## src/rtl/mrt_pkg.sv

```systemverilog
package mrt_pkg;
  typedef enum logic {
    PIN_ACT_LOW  = 1'b0,
    PIN_ACT_HIGH = 1'b1
  } pin_pol_e;

  function automatic logic norm_active(pin_pol_e pol, logic pin);
    return (pol == PIN_ACT_HIGH) ? pin : ~pin;
  endfunction
endpackage

```

## src/rtl/mrt_edge_sync.sv

```systemverilog
module mrt_edge_sync #(
  parameter int unsigned STAGES = 2
) (
  input  logic clk_i,
  input  logic rst_ni,
  input  logic act_i,
  output logic lvl_o,
  output logic rise_o
);
  logic [STAGES-1:0] sync_q;
  logic              prev_q;

  generate
    if (STAGES == 1) begin : g_one
      always_ff @(posedge clk_i or negedge rst_ni)
        if (!rst_ni) sync_q <= '0;
        else         sync_q <= act_i;
    end else begin : g_multi
      always_ff @(posedge clk_i or negedge rst_ni)
        if (!rst_ni) sync_q <= '0;
        else         sync_q <= {sync_q[STAGES-2:0], act_i};
    end
  endgenerate

  always_ff @(posedge clk_i or negedge rst_ni)
    if (!rst_ni) prev_q <= 1'b0;
    else         prev_q <= sync_q[STAGES-1];

  assign lvl_o  = sync_q[STAGES-1];
  assign rise_o = sync_q[STAGES-1] & ~prev_q;

  p_single_pulse_r4: assert property (@(posedge clk_i) disable iff (!rst_ni)
    rise_o |=> !rise_o);
endmodule

```

## src/rtl/mrt_timer.sv

```systemverilog
module mrt_timer #(
  parameter int unsigned TIMEOUT_CYC = 20_000_000,
  localparam int unsigned CNT_W      = $clog2(TIMEOUT_CYC + 1)
) (
  input  logic clk_i,
  input  logic rst_ni,
  input  logic load_i,
  output logic busy_o
);
  localparam logic [CNT_W-1:0] FULL = CNT_W'(TIMEOUT_CYC);

  logic [CNT_W-1:0] cnt_q;

  always_ff @(posedge clk_i or negedge rst_ni)
    if (!rst_ni)           cnt_q <= '0;
    else if (load_i)       cnt_q <= FULL;
    else if (cnt_q != '0)  cnt_q <= cnt_q - 1'b1;

  assign busy_o = (cnt_q != '0);

  p_reload_full_r5: assert property (@(posedge clk_i) disable iff (!rst_ni)
    load_i |=> cnt_q == FULL);
  p_count_down_r3: assert property (@(posedge clk_i) disable iff (!rst_ni)
    (!load_i && cnt_q != '0) |=> cnt_q == $past(cnt_q) - 1'b1);
  p_idle_holds_r4: assert property (@(posedge clk_i) disable iff (!rst_ni)
    (!load_i && cnt_q == '0) |=> cnt_q == '0);
endmodule

```

## src/rtl/mrst_timer.sv

```systemverilog
module mrst_timer
  import mrt_pkg::*;
#(
  parameter int unsigned TIMEOUT_CYC = 20_000_000,
  parameter int unsigned SYNC_STAGES = 2
) (
  input  logic clk_i,
  input  logic rst_ni,
  input  logic pol_high_i,
  input  logic mr_pin_i,
  input  logic por_req_i,
  output logic rst_cmp_o,
  output logic mem_dis_o
);
  pin_pol_e pol;
  logic     act_raw, act_lvl, act_edge, busy, rst_active;

  assign pol     = pin_pol_e'(pol_high_i);
  assign act_raw = norm_active(pol, mr_pin_i);

  mrt_edge_sync #(.STAGES(SYNC_STAGES)) u_sync (
    .clk_i  (clk_i),
    .rst_ni (rst_ni),
    .act_i  (act_raw),
    .lvl_o  (act_lvl),
    .rise_o (act_edge)
  );

  // power-on request holds the counter full; countdown starts when it drops
  mrt_timer #(.TIMEOUT_CYC(TIMEOUT_CYC)) u_timer (
    .clk_i  (clk_i),
    .rst_ni (rst_ni),
    .load_i (act_edge | por_req_i),
    .busy_o (busy)
  );

  assign rst_active = busy | por_req_i;
  assign rst_cmp_o  = (pol == PIN_ACT_HIGH) ? ~rst_active : rst_active;
  assign mem_dis_o  = rst_active | act_lvl;

  p_por_forces_r8: assert property (@(posedge clk_i) disable iff (!rst_ni)
    por_req_i |-> rst_active && mem_dis_o);
  p_edge_starts_r2: assert property (@(posedge clk_i) disable iff (!rst_ni)
    act_edge |=> rst_active);
  p_memdis_covers_r7: assert property (@(posedge clk_i) disable iff (!rst_ni)
    rst_active |-> mem_dis_o);
  p_held_blocks_r7: assert property (@(posedge clk_i) disable iff (!rst_ni)
    act_lvl |-> mem_dis_o);
endmodule

```

## config.mk

```make
export PLATFORM = sky130hd
export DESIGN_NAME = mrst_timer
export DESIGN_NICKNAME = d
export VERILOG_FILES = /design/src/rtl/mrt_pkg.sv /design/src/rtl/mrt_edge_sync.sv /design/src/rtl/mrt_timer.sv /design/src/rtl/mrst_timer.sv
export SDC_FILE = /design/constraint.sdc
export NUM_CORES = 1
export LEC_CHECK = 0
export ABC_AREA = 1
export BUFFER_PORTS_ARGS = -buffer_cell sky130_fd_sc_hd__buf_2
export CAP_MARGIN = 20
export CORE_MARGIN = 2
export CORE_UTILIZATION = 61
export DETAILED_ROUTE_END_ITERATION = 16
export GPL_TIMING_DRIVEN = 1
export PLACE_DENSITY_LB_ADDON = 0.15
export SETUP_SLACK_MARGIN = 0.3
export SLEW_MARGIN = 20
export SYNTH_ARGS = -nofsm -noshare
export SYNTH_HDL_FRONTEND = slang
export SYNTH_SLANG_ARGS = --single-unit
```

## constraint.sdc

```tcl
create_clock -name clk_i -period 1.8 [get_ports clk_i]
set_input_delay 0.36 -clock clk_i [delete_from_list [all_inputs] [get_ports clk_i]]
set_output_delay 0.36 -clock clk_i [all_outputs]
set_load 0.02 [all_outputs]
```

==> results of run 1 <==
flip-flops by register name, summed over array words and instances (netlist names):
signal         count
u_timer.cnt_q     25
u_sync.prev_q      1
u_sync.sync_q      2
cells in the final DEF (no fill, tap or decap), types with 2 or more instances in the layout:
cell type	count
a21o_1	2
a21oi_1	2
buf_2	4
buf_4	36
buf_6	3
clkbuf_4	3
dfrtp_1	27
ha_4	2
inv_1	19
inv_2	8
nand2_1	51
nand2_2	14
nand3_1	26
nand3_4	3
nand3b_1	4
nand4_1	8
nor2_1	30
nor2_2	21
nor2_4	12
nor2_8	2
o21ai_1	2
xnor2_1	3
power by group through the flow:
stage / Sequential [mW] / Clock, mW / Combinational [mW]
5_1_grt: 0.727 / 0.283 / 0.747
4_1_cts: 0.721 / 0.266 / 0.573
6_report: 0.723 / 0.265 / 0.701
2_1_floorplan: 0.723 / 0 / 0.315
3_3_place_gp: 0.727 / 0 / 0.463
3_5_place_dp: 0.728 / 0 / 0.477
logic make-up (layout without fill, tap and decap cells):
family          after synthesis  after routing
simple gates                177            178
buf+inv                      30             73
flops                        28             28
compound gates                9              9
xor+xnor                      4              4
fa+ha+maj                     2              2
metrics by stage:
| step | instances | utilization [%] | TNS (ns) | hold slack, ns |
|---|---|---|---|---|
| after detailed placement | 301 | 72.0 | 0 | 0.339 |
| after global placement | 301 | 72.0 | 0 | 0.335 |
| after floorplan | 250 | - | 0 | 0.0644 |
| after global routing | 325 | 85.7 | -0.576 | 0.0594 |
| final | 325 | 85.7 | -0.499 | 0.0190 |
| after CTS | 320 | 81.2 | -0.326 | 0.0435 |
cell type report:
cell class / count / area share, %
Sequential cell: 28 / 29.7
Timing Repair Buffer: 43 / 13.7
Multi-Input combinational cell: 193 / 49.7
Inverter: 27 / 4.29
Tap cell: 31 / 1.64
Clock buffer: 3 / 0.953
critical path: stages, from the launching register on:
cell,delay [ns]
dfrtp_1,0.46
nor2_2,0.19
nand2_2,0.12
nor2_4,0.14
nand3_4,0.10
o21bai_1,0.18
nand2_2,0.08
buf_6,0.13
worst paths after layout:
kind | from | to | slack (ns) | cells after the start
hold reg to reg | u_sync.sync_q[0] | u_sync.sync_q[1] | 0.37 | 0
min in group clk_i | mr_pin_i | u_sync.sync_q[0] | 0.17 | 2
setup reg to reg | u_timer.cnt_q[8] | u_timer.cnt_q[8] | 0.14 | 8
setup / recovery | u_timer.cnt_q[8] | rst_cmp_o | -0.30 | 7
max in group asynchronous | rst_ni | u_timer.cnt_q[4] | 1.35 | 1
hold / removal | rst_ni | u_timer.cnt_q[4] | 0.02 | 1
per-layer routing:
metal | global-route usage, % | share of wire (%)
met5 | 0 | 0
met1 | 40.3 | 37
met4 | 15.9 | 8.2
met2 | 50.6 | 46
met3 | 6.92 | 8.6
timing repair:
item | 4_1_cts | 5_1_grt
pin swaps | 17 | 4
setup endpoints to repair | 23 | 27
hold buffers | 0 | 0
setup buffers | 15 | 5
gates resized for setup | 30 | 30
cloned | 1 | 0
==> metrics, run 1 <==
status=complete, but fails checks; failing checks=negative setup slack; clock power share=15.7%; flops & latches, synth=28; CTS tree=yes; Die ar.=3370 µm²; combinational share of power=41.5%; post-synthesis cell type count=28; gr usage total=31.6%; via/cell ratio=6.15; worst path arrival time=1.74 ns; simple-gate area share of the yosys netlist=47.5%; Port Buf Inserts=6; Core Rows=19; I/O pin total=7; multi-input combinational cell area=1170 µm²; fin area=2360 µm²; most numerous cell in the Yosys netlist=nand2_1; Initial DRC Count=263; mux cell area share after synthesis=0%; sequential cell area=702 µm²; Max Freq=477 MHz; final setup vio count=2; part of the power in registers=42.8%; area leader, netlist=dfrtp_1; Syn. warnings=0; total grt overflow=0; # fillers=146; Synth Cell Area=1780 µm²; layout cells sized above 1=39.5%; Worst Hold Class=in2async; Post-synth top cells=nand2_1 (63), nor2_1 (54), dfrtp_1 (28); Die Wd=58.1 µm; Clock Sinks=28; Initial Util=64.7%; initial antenna violation count=0; nets=303; drt drc=0; H-Tree Depth=1; dominant cells by area after synthesis=dfrtp_1 (39%), nand2_1 (13%), nor2_1 (11%); root buf cell=clkbuf_4; area delta synth->final=32.5%; Clock Skews=0.00579 ns; Required @ worst endpoint=1.44 ns; Post-synth ARST share=100%; Main synth FF type=dfrtp_1; sequential area share after synthesis=39.3%; vias in the first global route=1713; Placement Setup Slack=0.0337 ns; Clock Latency Late Sink=0.33 ns; share of the synthesized area in the top cell type=39.3%; worst setup margin=-0.296 ns; net switching fraction of the power=39.9%; n_diodes=0; post-route ant nets=0; number of synthesized flops with an enable pin=0; main combinational cell family by area after synthesis=simple AND/OR/NAND/NOR gates; HPWL after DPL=3.16 mm; placed cell areas=1980 µm²; CTS Buf Count=3; die height=58.1 µm; Worst Tran Pin Value=0.634 ns; syn_area_per_cell=7.14 µm²; Critical Path Sink Type=output port; syn_nets=257; Max VDD drop=0.000719 V; first-pass GRT wire length=7.91 mm; final period utilization=116%; clk slew on worst S/H paths=0.15 ns; crit path max fanout=3; XOR/XNOR Fraction of Synth Area=1.96%; routed len/inst=16.9 µm; post-synthesis compound-gate area fraction=2.95%; Mapped Cells=250; drt total wl=5.51 mm; vias post-DR=1999; Max-cap violations=0; drt pass-1 iters=5; RSZ-0062 raised after global routing=true; largest net degree at the start of global routing=29; P_sw=0.674 mW; fin. max-slew vios=0; core area=2760 µm²; crit path time final=2.10 ns; RD Place Congestion=0.978; PwrDens=715 nW/µm²; crit path kind=reg2out; Slew HR=57.7%; endpoints failing hold=0; Lkg Pwr=1.13 nW; crit path launch type=register; Adder-Cell Fraction of Synth Area=1.40%; Max clock buf depth=2; Internal=1.02 mW; total power=1.69 mW
Power figures use the tool's default switching activity.
==> run 2, diff against run 1 <==
--- a/config.mk
+++ b/config.mk
@@ -9,11 +9,10 @@
 export BUFFER_PORTS_ARGS = -buffer_cell sky130_fd_sc_hd__buf_2
 export CAP_MARGIN = 20
 export CORE_MARGIN = 2
-export CORE_UTILIZATION = 61
+export CORE_UTILIZATION = 50
 export DETAILED_ROUTE_END_ITERATION = 16
 export GPL_TIMING_DRIVEN = 1
 export PLACE_DENSITY_LB_ADDON = 0.15
-export SETUP_SLACK_MARGIN = 0.3
 export SLEW_MARGIN = 20
 export SYNTH_ARGS = -nofsm -noshare
 export SYNTH_HDL_FRONTEND = slang
==> run 2 against run 1 <==
Compared with the run above: the run still ends with negative setup slack left; maximum frequency rose by 1.7%; largest power group unchanged; highest routed layer unchanged; cell count up 4.9%; flip-flop and latch count unchanged; via count fell by 13%; non-clock buffer count grew 1; global-route usage down 6.2 points; clock skew decreased by 0.0035 ns; clock power up 62%; largest cell class unchanged; combinational power shrank 27%; power is 1.6% lower.
==> metrics, run 2 (synthesized netlist as in run 1, its figures left out) <==
largest net degree at the start of global routing=29; final period utilization=114%; Die ar.=4060 µm²; Crit path top cell by count=nand2_1; Worst Hold Class=in2async; clk slew on worst S/H paths=0.16 ns; RSZ-0062 raised after global routing=true; r2r worst-path depth=13; # fillers=270; gr usage total=25.4%; met2 wire length=2.35 mm; drt total wl=4.64 mm; Required @ worst endpoint=1.44 ns; most frequent cells in the layout=nand2_1 (61), nor2_1 (51), buf_4 (37); RD Place Congestion=0.886; Critical Path Sink Type=output port; crit path max fanout=3; H-Tree Depth=1; max FFs per register=25; vias post-DR=1733; setup_tns=-0.515 ns; crit path launch type=register; worst setup margin=-0.261 ns; commonest non-fill, non-tap cell in the layout=nand2_1; Die Wd=63.7 µm; core area=3390 µm²; via/cell ratio=5.08; Initial DRC Count=245; crit path kind=reg2out; vias in the first global route=1758; total grt overflow=0; Worst R2R Start=u_timer.cnt_q[5]; Max Freq=485 MHz; register with the most flip-flops=u_timer.cnt_q; n_diodes=0; Port Buf Inserts=6; CTS tree=yes; crit path time final=2.06 ns; Slowest-stage cell, CP=dfrtp_1; drt pass-1 iters=4; top routing layer in use=met4; R2R Path End=u_timer.cnt_q[21]; # hold bufs at CTS=0; Clock Sinks=28; placed cell count=315; endpoints failing hold=0; failing checks=negative setup slack; post-route ant nets=0; Slew HR=58.1%; CTS Buf Count=3; drt drc=0; HPWL after DPL=3.16 mm; area delta synth->final=26.9%; metal3 WL=177 µm; final setup vio count=3; root buf cell=clkbuf_4; critical path's largest stage delay=0.44 ns; worst path arrival time=1.70 ns; Max-cap violations=0; first-pass GRT wire length=8.07 mm; Non-Filler Instances=341; multi-input combinational cell area=1020 µm²; Initial Util=52.6%; status=complete, but fails checks; Max clock buf depth=2; layout cells sized above 1=26.8%; Lkg Pwr=1.13 nW; I/O pin total=7; initial antenna violation count=0; fin. max-slew vios=0; largest registers=u_timer.cnt_q: 25 flops, u_sync.sync_q: 2 flops, u_sync.prev_q: 1 flops; Worst Tran Pin Value=0.628 ns; Core Util, Final=66.8%; Max VDD drop=0.000623 V; sequential cell area=701 µm²; die height=63.7 µm; Clock Skews=0.00226 ns; Core Rows=21; Metal-1 WL=2.09 mm; Reg2Reg Setup Slack=-0.07 ns; routed len/inst=13.6 µm; nets=303; PwrDens=734 nW/µm²; Clock Latency Late Sink=0.34 ns; cell chain of the critical path=nor2_2, nand2_2, nor2_8, nand3_4, nor2_4, nand2_1, nand2_1, buf_6
run 2: cell types whose count changed in the layout (fill, tap and decap cells not counted), moves of 7 or more:
cell	previous run	this run
nand2_2	14	5
nor2_1	30	51
nand2_1	51	61
nor2_2	21	6
nor2_4	12	5
run 2: through the flow:
stage	instance area, µm²	hold WS (ns)	setup WS [ns]	total power [mW]
after CTS	2220	0.0286	-0.252	1.63
after global routing	2260	0.0563	-0.351	1.75
after global placement	1970	0.348	0.119	1.18
after floorplan	1780	0.0644	0.0106	1.03
final	2260	0.00104	-0.261	1.66
after detailed placement	1970	0.337	0.0636	1.18
run 2: worst max-delay path by stage:
stage,from,end,slack (ns),depth (start not counted)
2_1_floorplan,u_timer.cnt_q[0],rst_cmp_o,0.01,9
3_3_place_gp,u_timer.cnt_q[10],rst_cmp_o,0.12,8
5_1_grt,u_timer.cnt_q[9],rst_cmp_o,-0.35,8
4_1_cts,u_timer.cnt_q[1],rst_cmp_o,-0.25,9
3_5_place_dp,u_timer.cnt_q[1],rst_cmp_o,0.06,9
6_report,u_timer.cnt_q[16],rst_cmp_o,-0.26,8
run 2: per-layer routing:
layer  track usage [%]  vias up
li1                  -      884
met1              33.3      814
met2              43.9       33
met3              4.75        2
met4              4.89        0
met5                 0        -
run 2: power by group:
group | internal [mW] | switching, mW
logic | 0.191 | 0.321
clock network | 0.226 | 0.205
registers | 0.675 | 0.0446
run 2: worst max-delay path: cells and delay by family, from the launching register on:
| family | cells | cell delay, ns |
|---|---|---|
| flip-flops | 1 | 0.44 |
| AND/OR/NAND/NOR | 7 | 0.81 |
| buffers and inverters | 1 | 0.12 |
run 2: what timing repair did:
item	CTS	global route
gates resized for setup	12	8
setup buffers	21	3
pin swaps	5	5
endpoints found under the setup margin	2	3
run 2: final cells by class:
cell class              count  share of cell area (%)
clock buffers               3                   0.994
repair buffers             44                    14.6
well taps                  46                    2.54
flip-flops and latches     28                    30.9
inverters                  27                    4.48
multi-input cells         192                    45.1
clock inverters             1                    1.33
==> run 3, diff against run 2 <==
--- a/config.mk
+++ b/config.mk
@@ -10,9 +10,11 @@
 export CAP_MARGIN = 20
 export CORE_MARGIN = 2
 export CORE_UTILIZATION = 50
+export CTS_CLUSTER_SIZE = 28
 export DETAILED_ROUTE_END_ITERATION = 16
 export GPL_TIMING_DRIVEN = 1
 export PLACE_DENSITY_LB_ADDON = 0.15
+export SKIP_LAST_GASP = 1
 export SLEW_MARGIN = 20
 export SYNTH_ARGS = -nofsm -noshare
 export SYNTH_HDL_FRONTEND = slang
==> run 3 against run 2 <==
Compared with the run above: the flow finishes with violations (negative hold slack, negative setup slack); clock skew about the same; cell count unchanged; non-clock buffer count unchanged; worst hold slack worse by 0.0010 ns; first-iteration DRC count down 27%; highest routed layer unchanged.
==> metrics, run 3 (synthesized netlist as in run 1, its figures left out) <==
via/cell ratio=5.10; Worst Tran Pin Value=0.628 ns; fin. max-slew vios=0; die height=63.7 µm; status=complete, but fails checks; first-pass GRT wire length=8.07 mm; Critical Path Sink Type=output port; Core Util, Final=66.8%; core area=3390 µm²; Max Freq=483 MHz; vias in the first global route=1758; multi-input combinational cell area=1020 µm²; initial antenna violation count=0; Core Rows=21; CP delay by family, top=simple AND/OR/NAND/NOR gates; Internal=1.09 mW; Max clock buf depth=2; routed len/inst=13.7 µm; area delta synth->final=26.9%; Die ar.=4060 µm²; setup_tns=-0.531 ns; Reg2Reg Setup Slack=-0.06 ns; largest registers=u_timer.cnt_q: 25 flops, u_sync.sync_q: 2 flops, u_sync.prev_q: 1 flops; RSZ-0062 raised after global routing=true; Placement Setup Slack=0.0636 ns; worst path bufs/invs=1; final setup vio count=3; Max-cap violations=0; Clock Sinks=28; fin area=2260 µm²; worst setup margin=-0.272 ns; max FFs per register=25; I/O pin total=7; crit path launch type=register; nets=303; failing checks=negative hold slack, negative setup slack; root buf cell=clkbuf_4; Slew HR=58.2%; most frequent cells in the layout=nand2_1 (61), nor2_1 (51), buf_4 (37); Initial DRC Count=180; part of the power in registers=43.3%; Max VDD drop=0.000623 V; worst path arrival time=1.71 ns; register with the most flip-flops=u_timer.cnt_q; clk slew on worst S/H paths=0.16 ns; CTS tree=yes; placed cell areas=1970 µm²; Slowest-stage cell, CP=dfrtp_1; largest net degree at the start of global routing=29; critical path's largest stage delay=0.43 ns; Clock Skews=0.00184 ns; total grt overflow=0; HPWL after DPL=3.16 mm; crit path max fanout=3; drt drc=0; commonest non-fill, non-tap cell in the layout=nand2_1; drt pass-1 iters=5; Port Buf Inserts=6; final period utilization=115%; layout cells sized above 1=26.8%; endpoints failing hold=0; Worst Hold Class=in2async; Critical path origin=u_timer.cnt_q[14]; RD Place Congestion=0.886; sequential cell area=701 µm²; clock power share=25.9%; crit path time final=2.07 ns; net switching fraction of the power=34.3%; Worst R2R Start=u_timer.cnt_q[5]; gr usage total=25.4%; R2R Path End=u_timer.cnt_q[21]; placed cell count=315; Required @ worst endpoint=1.44 ns; vias post-DR=1738; hold_ws=-0.000000777 ns; r2r worst-path depth=13; combinational share of power=30.7%; drt total wl=4.66 mm; H-Tree Depth=1; Non-Filler Instances=341; PwrDens=734 nW/µm²; cell chain of the critical path=nor2_1, nand2_2, nor2_4, nand3_4, nor2_4, nand2_1, nand2_1, buf_6; crit path kind=reg2out; P_sw=0.570 mW; Die Wd=63.7 µm; Clock Latency Late Sink=0.34 ns; # hold bufs at CTS=0; Initial Util=52.6%; post-route ant nets=0; CTS Buf Count=3; total power=1.66 mW; # fillers=270; n_diodes=0; Lkg Pwr=1.13 nW
## run 3: cell counts in the layout (fill, tap and decap cells not counted)
No cell type changed its count.
## run 3: final cells by class
cell class	count	share of cell area, %
multi-input cells	192	45.1
flip-flops and latches	28	30.9
repair buffers	44	14.6
inverters	27	4.48
well taps	46	2.54
clock inverters	1	1.33
clock buffers	3	0.994
## run 3: worst register-to-register path: cells and delay by family, from the launching register on
kind                   cells  cell delay, ns
buffers and inverters      7            0.64
AND/OR/NAND/NOR            6            0.66
flip-flops                 1            0.47
## run 3: worst max-delay path by stage
stage	slack [ns]	depth (start not counted)	to
after floorplan	0.01	9	rst_cmp_o
after global placement	0.12	8	rst_cmp_o
after detailed placement	0.06	9	rst_cmp_o
after CTS	-0.25	9	rst_cmp_o
after global routing	-0.35	8	rst_cmp_o
final	-0.27	8	rst_cmp_o
## run 3: power by group through the flow
stage          sequential [mW]  combinational (mW)  clock (mW)
4_1_cts                  0.715               0.480       0.432
3_5_place_dp             0.727               0.456           0
3_3_place_gp             0.727               0.449           0
5_1_grt                  0.726               0.573       0.455
6_report                 0.720               0.510       0.431
2_1_floorplan            0.722               0.303           0
## run 3: metal layers
metal  vias up  global-route usage, %  part of all wire [%]  routed length [µm]
li1        885                      -                     -                   -
met1       802                   33.3                    44                2040
met2        47                   43.9                    50                2350
met3         4                   4.75                   5.2                 242
met4         0                   4.89                  0.51                  24
met5         -                      0                     0                   0
## run 3: what timing repair did
| item | in CTS | in global routing |
|---|---|---|
| pin swaps | 5 | 5 |
| endpoints found under the setup margin | 2 | 3 |
| gates resized for setup | 12 | 8 |
| buffers inserted | 21 | 3 |
